$ cat src/rtl/mdi_pkg.sv
package mdi_pkg;

    localparam int WORD_W   = 32;
    localparam int DATA_W   = 16;
    localparam int ADDR_W   = 5;
    localparam int NUM_REGS = 1 << ADDR_W;

    // Field positions of the management word
    localparam int POS_READY   = 28;
    localparam int POS_OP_LO   = 26;
    localparam int POS_PHY_LO  = 21;
    localparam int POS_REG_LO  = 16;

    typedef enum logic [1:0] {
        MGMT_OP_NONE  = 2'd0,
        MGMT_OP_WRITE = 2'd1,
        MGMT_OP_READ  = 2'd2,
        MGMT_OP_RSVD  = 2'd3
    } mgmt_op_e;

    typedef struct packed {
        logic [2:0]        top_bits;
        logic              ready;
        mgmt_op_e          op;
        logic [ADDR_W-1:0] phy;
        logic [ADDR_W-1:0] regn;
        logic [DATA_W-1:0] data;
    } mgmt_word_t;

    // Fixed readback values of the emulated PHY
    localparam logic [DATA_W-1:0] FIX_STATUS  = 16'h782C;
    localparam logic [DATA_W-1:0] FIX_ID_HI   = 16'h0013;
    localparam logic [DATA_W-1:0] FIX_ID_LO   = 16'h61D4;
    localparam logic [DATA_W-1:0] FIX_PARTNER = 16'h41E1;
    localparam logic [DATA_W-1:0] FIX_EXPAND  = 16'h0001;
    localparam logic [DATA_W-1:0] FIX_VENDOR  = 16'h4700;

    localparam logic [DATA_W-1:0] CTRL_CLEAR_MASK = 16'h8200;
    localparam logic [DATA_W-1:0] CTRL_FORCE_SET  = 16'h2000;

endpackage

$ cat src/rtl/mdi_phy_bank.sv
module mdi_phy_bank
    import mdi_pkg::*;
(
    input  logic              clk,
    input  logic              rst_n,
    input  logic              wr_en,
    input  logic [ADDR_W-1:0] waddr,
    input  logic [DATA_W-1:0] wdata,
    input  logic [ADDR_W-1:0] raddr,
    output logic [DATA_W-1:0] rdata
);

    logic [DATA_W-1:0] regs_q [NUM_REGS];

    always_ff @(posedge clk) begin
        if (!rst_n) begin
            for (int i = 0; i < NUM_REGS; i++) begin
                regs_q[i] <= '0;
            end
        end else if (wr_en) begin
            regs_q[waddr] <= wdata;
        end
    end

    assign rdata = regs_q[raddr];

    // a commit lands in the addressed entry
    assert_commit_lands_R3: assert property (@(posedge clk) disable iff (!rst_n)
        wr_en |=> regs_q[$past(waddr)] == $past(wdata));

endmodule

$ cat src/rtl/mdi_phy_view.sv
module mdi_phy_view
    import mdi_pkg::*;
(
    input  logic              clk,
    input  logic              rst_n,
    input  logic              phy_valid,
    input  logic [ADDR_W-1:0] regn,
    input  logic [DATA_W-1:0] raw,
    output logic [DATA_W-1:0] shaped
);

    always_comb begin
        shaped = '0;
        if (phy_valid) begin
            unique case (regn)
                5'd0:    shaped = (raw & ~CTRL_CLEAR_MASK) | CTRL_FORCE_SET;
                5'd1:    shaped = FIX_STATUS;
                5'd2:    shaped = FIX_ID_HI;
                5'd3:    shaped = FIX_ID_LO;
                5'd5:    shaped = FIX_PARTNER;
                5'd6:    shaped = FIX_EXPAND;
                5'd17:   shaped = FIX_VENDOR;
                default: shaped = raw;
            endcase
        end
    end

    // register 0 shaping
    assert_ctrl_shape_R6: assert property (@(posedge clk) disable iff (!rst_n)
        (phy_valid && regn == '0) |-> (!shaped[15] && !shaped[9] && shaped[13]));

    // unmodelled PHY reads zero
    assert_unmodelled_zero_R7: assert property (@(posedge clk) disable iff (!rst_n)
        !phy_valid |-> shaped == '0);

endmodule

$ cat src/rtl/mdi_mgmt_reg.sv
module mdi_mgmt_reg
    import mdi_pkg::*;
#(
    parameter int NUM_PHY = 2
) (
    input  logic        clk,
    input  logic        rst_n,
    input  logic        host_wr,
    input  logic [31:0] host_wdata,
    input  logic        host_rd,
    output logic [31:0] host_rdata
);

    localparam int IDX_W = (NUM_PHY > 1) ? $clog2(NUM_PHY) : 1;

    mgmt_word_t ctrl_q;
    mgmt_word_t wr_word;

    logic [DATA_W-1:0] bank_rd [NUM_PHY];
    logic [DATA_W-1:0] raw_sel;
    logic [DATA_W-1:0] view_data;
    logic              rd_phy_valid;
    logic              wr_commit;
    logic              rd_refresh;
    logic [IDX_W-1:0]  rd_idx;

    assign wr_word      = mgmt_word_t'(host_wdata);
    assign wr_commit    = host_wr && (wr_word.op == MGMT_OP_WRITE);
    assign rd_phy_valid = (int'(ctrl_q.phy) < NUM_PHY);
    assign rd_idx       = IDX_W'(ctrl_q.phy);
    assign rd_refresh   = host_rd && !host_wr && (ctrl_q.op == MGMT_OP_READ);

    for (genvar g = 0; g < NUM_PHY; g++) begin : g_bank
        logic bank_we;
        assign bank_we = wr_commit && (int'(wr_word.phy) == g);

        mdi_phy_bank i_bank (
            .clk   (clk),
            .rst_n (rst_n),
            .wr_en (bank_we),
            .waddr (wr_word.regn),
            .wdata (wr_word.data),
            .raddr (ctrl_q.regn),
            .rdata (bank_rd[g])
        );
    end

    assign raw_sel = rd_phy_valid ? bank_rd[rd_idx] : '0;

    mdi_phy_view i_view (
        .clk       (clk),
        .rst_n     (rst_n),
        .phy_valid (rd_phy_valid),
        .regn      (ctrl_q.regn),
        .raw       (raw_sel),
        .shaped    (view_data)
    );

    always_ff @(posedge clk) begin
        if (!rst_n) begin
            ctrl_q <= '0;
        end else if (host_wr) begin
            ctrl_q <= wr_word;
        end else if (rd_refresh) begin
            ctrl_q.data <= view_data;
        end
    end

    always_comb begin
        host_rdata            = ctrl_q;
        host_rdata[POS_READY] = 1'b1;
        if (ctrl_q.op == MGMT_OP_READ) begin
            host_rdata[DATA_W-1:0] = view_data;
        end
    end

    // the whole written word is kept
    assert_word_load_R2: assert property (@(posedge clk) disable iff (!rst_n)
        host_wr |=> ctrl_q == $past(host_wdata));

    // a read strobe with read opcode keeps the fetched data
    assert_refresh_keeps_R4: assert property (@(posedge clk) disable iff (!rst_n)
        rd_refresh |=> ctrl_q.data == $past(view_data));

    // a read in the same cycle as a write does not disturb the written word
    assert_write_wins_R9: assert property (@(posedge clk) disable iff (!rst_n)
        (host_wr && host_rd) |=> ctrl_q.data == $past(host_wdata[15:0]));

endmodule

$ cat config.mk
export PLATFORM = sky130hd
export DESIGN_NAME = mdi_mgmt_reg
export DESIGN_NICKNAME = d
export VERILOG_FILES = /design/src/rtl/mdi_pkg.sv /design/src/rtl/mdi_phy_bank.sv /design/src/rtl/mdi_phy_view.sv /design/src/rtl/mdi_mgmt_reg.sv
export SDC_FILE = /design/constraint.sdc
export NUM_CORES = 2
export LEC_CHECK = 0
export CORE_UTILIZATION = 55
export CTS_CLUSTER_SIZE = 10
export DETAILED_ROUTE_END_ITERATION = 8
export PLACE_DENSITY = 0.68
export SYNTH_ARGS = -nofsm -noshare
export SYNTH_HDL_FRONTEND = slang
export SYNTH_HIERARCHICAL = 1
export SYNTH_SLANG_ARGS = --single-unit
$ cat constraint.sdc
create_clock -name clk -period 11.2 [get_ports clk]
set_input_delay 1.12 -clock clk [delete_from_list [all_inputs] [get_ports clk]]
set_output_delay 1.12 -clock clk [all_outputs]
set_load 0.01 [all_outputs]
==> flow_summary.toml <==
[finish]
final_cell_mix = "and2_1 (1025), edfxtp_1 (1024), mux2i_1 (543)"
finalNonFillerCells = 5005
synthToLayoutAreaGrowth_pct = 9.39
final_nets = 3800
finish.utilization = 0.607
fillers = 6890
stdcell_area_mm2 = 0.0546
final_common_cell = "and2_1"
drive_gt1_frac = 0.0839

[clock_tree]
cts_root_buffer = "clkbuf_16"
clk_pin_slew_ns = 0.06
cts_tree = "built"
h-tree-depth = 3
cts_inserted_buffers = 117
clkSinkCount = 1055
cts.hold.buffers_added = 0
cts-resized-gates = 0
clockBufferDepth = 3
post-cts-setup-buffers = 0
clkLatencyLatePin_ns = 0.71

[synth]
ys.flop_type = "edfxtp_1"
synthCells = 3827
ys_types = 59
synth.avg_cell_area_um2 = 13.0
yosys-top-cells-area = "edfxtp_1 (62%), and2_1 (13%), mux2i_1 (11%)"
syn_nets = 3863
synth.largest_area_cell = "edfxtp_1"
yosysTopAreaCellShare = 0.616
yosys_register_bits = 1055
yosysSeqAreaShare = 0.629
synth_edf_count = 1024
async_flop_share = 0
ys_warn_count = 6
post_synth_instance_area_mm2 = 0.0499

[critical_path]
worst_setup_path_end_kind = "output port"
r2r-start = "host_rdata[17]"
r2r-end = "ctrl_q[0]"
crit_arrival_ns = 5.93
cp.required_ns = 10.08
r2r_setup_slack_ns = 6.43
cp_max_fo = 58
reg2reg_depth = 15
critical_path_class = "register to output port"
cp-start-kind = "register"

[timing]
slew_violations = 0
hold_violations = 0
clock.fmax_mhz = 142
fin_crit_sh = 0.630
setup_viol = 0
worstMarginPinSlew_ns = 1.16
tns_ns = 0
fin_skew_ns = 0.0260
holdWs_ns = 0.455
rsz0062_at_grt = "false"
fin_ws_ns = 4.15
relSlewSlack = 0.227
period_needed_ns = 7.05

[floorplanning]
dieArea_mm2 = 0.0919
die_x_um = 303
die_height_um = 303
num_rows = 110
core_area_mm2 = 0.0899
io_pins = 68
initial_core_util = 0.555

[place]
port_buffers = 65
dp_hpwl_um = 76000
pre_cts_slack_ns = 4.97
dpl_cell_area_mm2 = 0.0512
place_inst = 4821
gp_congestion = 0.833

[global_routing]
grt_first_pass_wirelength_um = 189000
antenna_found_initial = 5
grt_pass1_vias = 30100
grt_max_degree = 117
grt_util_all_layers = 0.281
grt_overflow = 0

[hold_path]
hold_start = "ctrl_q[12]"
whs_endpoint = "ctrl_q[12]"
hold_path.class = "register to register"
hold-path-cell-count = 2

[power]
peakVddDrop_mv = 0.119
power.density_mw_per_mm2 = 161
leakagePower_nw = 18.7
power_mw = 8.79

[job]
cap_violations = 0

[route]
route.detailed.drc = 0
antenna_left = 0
drt_iter0_markers = 3267
vias = 30400
avgViaCountPerCell = 6.08
wl_um = 129000
avgRoutedWirePerCell_um = 25.8
drtPass1Iterations = 6

[outcome]
status = "finished, final reports clean"
-- kinds of logic after synthesis --
group | after synthesis | share of synthesized area
buffers and inverters | 363 | 0.0326
xor gates and xnor gates | 3 | 0.000527
DFF | 1055 | 0.629
muxes | 560 | 0.113
AOI/OAI and AO/OA | 438 | 0.0577
and+or+nand+nor | 1407 | 0.168
other | 1 | 0.0000752
-- worst max-delay path, stage by stage (launching register included) --
cell	delay (ns)
dfxtp_4	0.64
buf_4	0.53
buf_4	0.84
mux2i_1	0.21
a22o_1	0.30
nor3_1	0.30
a31oi_1	0.19
nand3_1	0.30
mux2i_1	0.12
nor2_1	0.18
nor2_1	0.06
a21oi_1	0.13
o221ai_1	0.13
a21oi_1	0.37
mux2_2	0.23
clkdlybuf4s50_1	0.59
-- synthesized netlist by cell type (17+ instances only) --
master / instances
buf_4: 26
nor2b_1: 22
mux2_2: 17
nand3_1: 66
a22o_1: 64
mux2i_1: 543
nor2_1: 77
a31oi_1: 37
o21ai_0: 83
nand4_1: 34
clkbuf_1: 226
and2_1: 1027
buf_2: 87
edfxtp_1: 1024
dfxtp_1: 31
nor3_1: 33
a21oi_1: 106
nand2_1: 92
a22oi_1: 129
-- worst max path at each step --
| stage | end | slack, ns | cells after the start | start |
|---|---|---|---|---|
| floorplan | g_bank[0].i_bank/regs_q[24][0] | 6.90 | 10 | host_wr |
| global placement | host_rdata[0] | 5.03 | 15 | host_rdata[17] |
| detailed placement | host_rdata[0] | 4.97 | 15 | host_rdata[17] |
| CTS | host_rdata[0] | 4.19 | 15 | host_rdata[17] |
| global route | host_rdata[0] | 3.89 | 15 | host_rdata[17] |
| finish | host_rdata[0] | 4.15 | 15 | host_rdata[17] |
-- registers in the layout (all words and copies together), names as in the netlist --
| name | count |
|---|---|
| host_rdata | 15 |
| g_bank.i_bank/regs_q | 1024 |
| ctrl_q | 16 |
-- where the power goes --
group	internal (mW)	leakage [nW]	switching, mW	total [mW]
logic	0.244	7.14	0.541	0.786
clock network	1.96	1.60	1.47	3.43
registers	4.51	9.97	0.0600	4.57
-- layer usage --
layer,up-vias,track usage,wire [um],share of wire
met5,-,0,16,0.00012
met1,15300,0.383,52300,0.41
li1,13600,-,-,-
met4,2,0.116,5370,0.042
met3,257,0.0410,10200,0.079
met2,1244,0.455,61000,0.47
-- area by class of cell --
type | instances | area, um^2 | share of cell area
Clock buffer | 176 | 3220 | 0.0590
Tap cell | 1176 | 1470 | 0.0270
Multi-Input combinational cell | 2409 | 17000 | 0.311
Inverter | 7 | 26.3 | 0.000482
Timing Repair Buffer | 174 | 1410 | 0.0259
Sequential cell | 1055 | 31400 | 0.575
Clock inverter | 7 | 108 | 0.00197
Antenna cell | 1 | 2.50 | 0.0000459
Power figures use the tool's default switching activity.
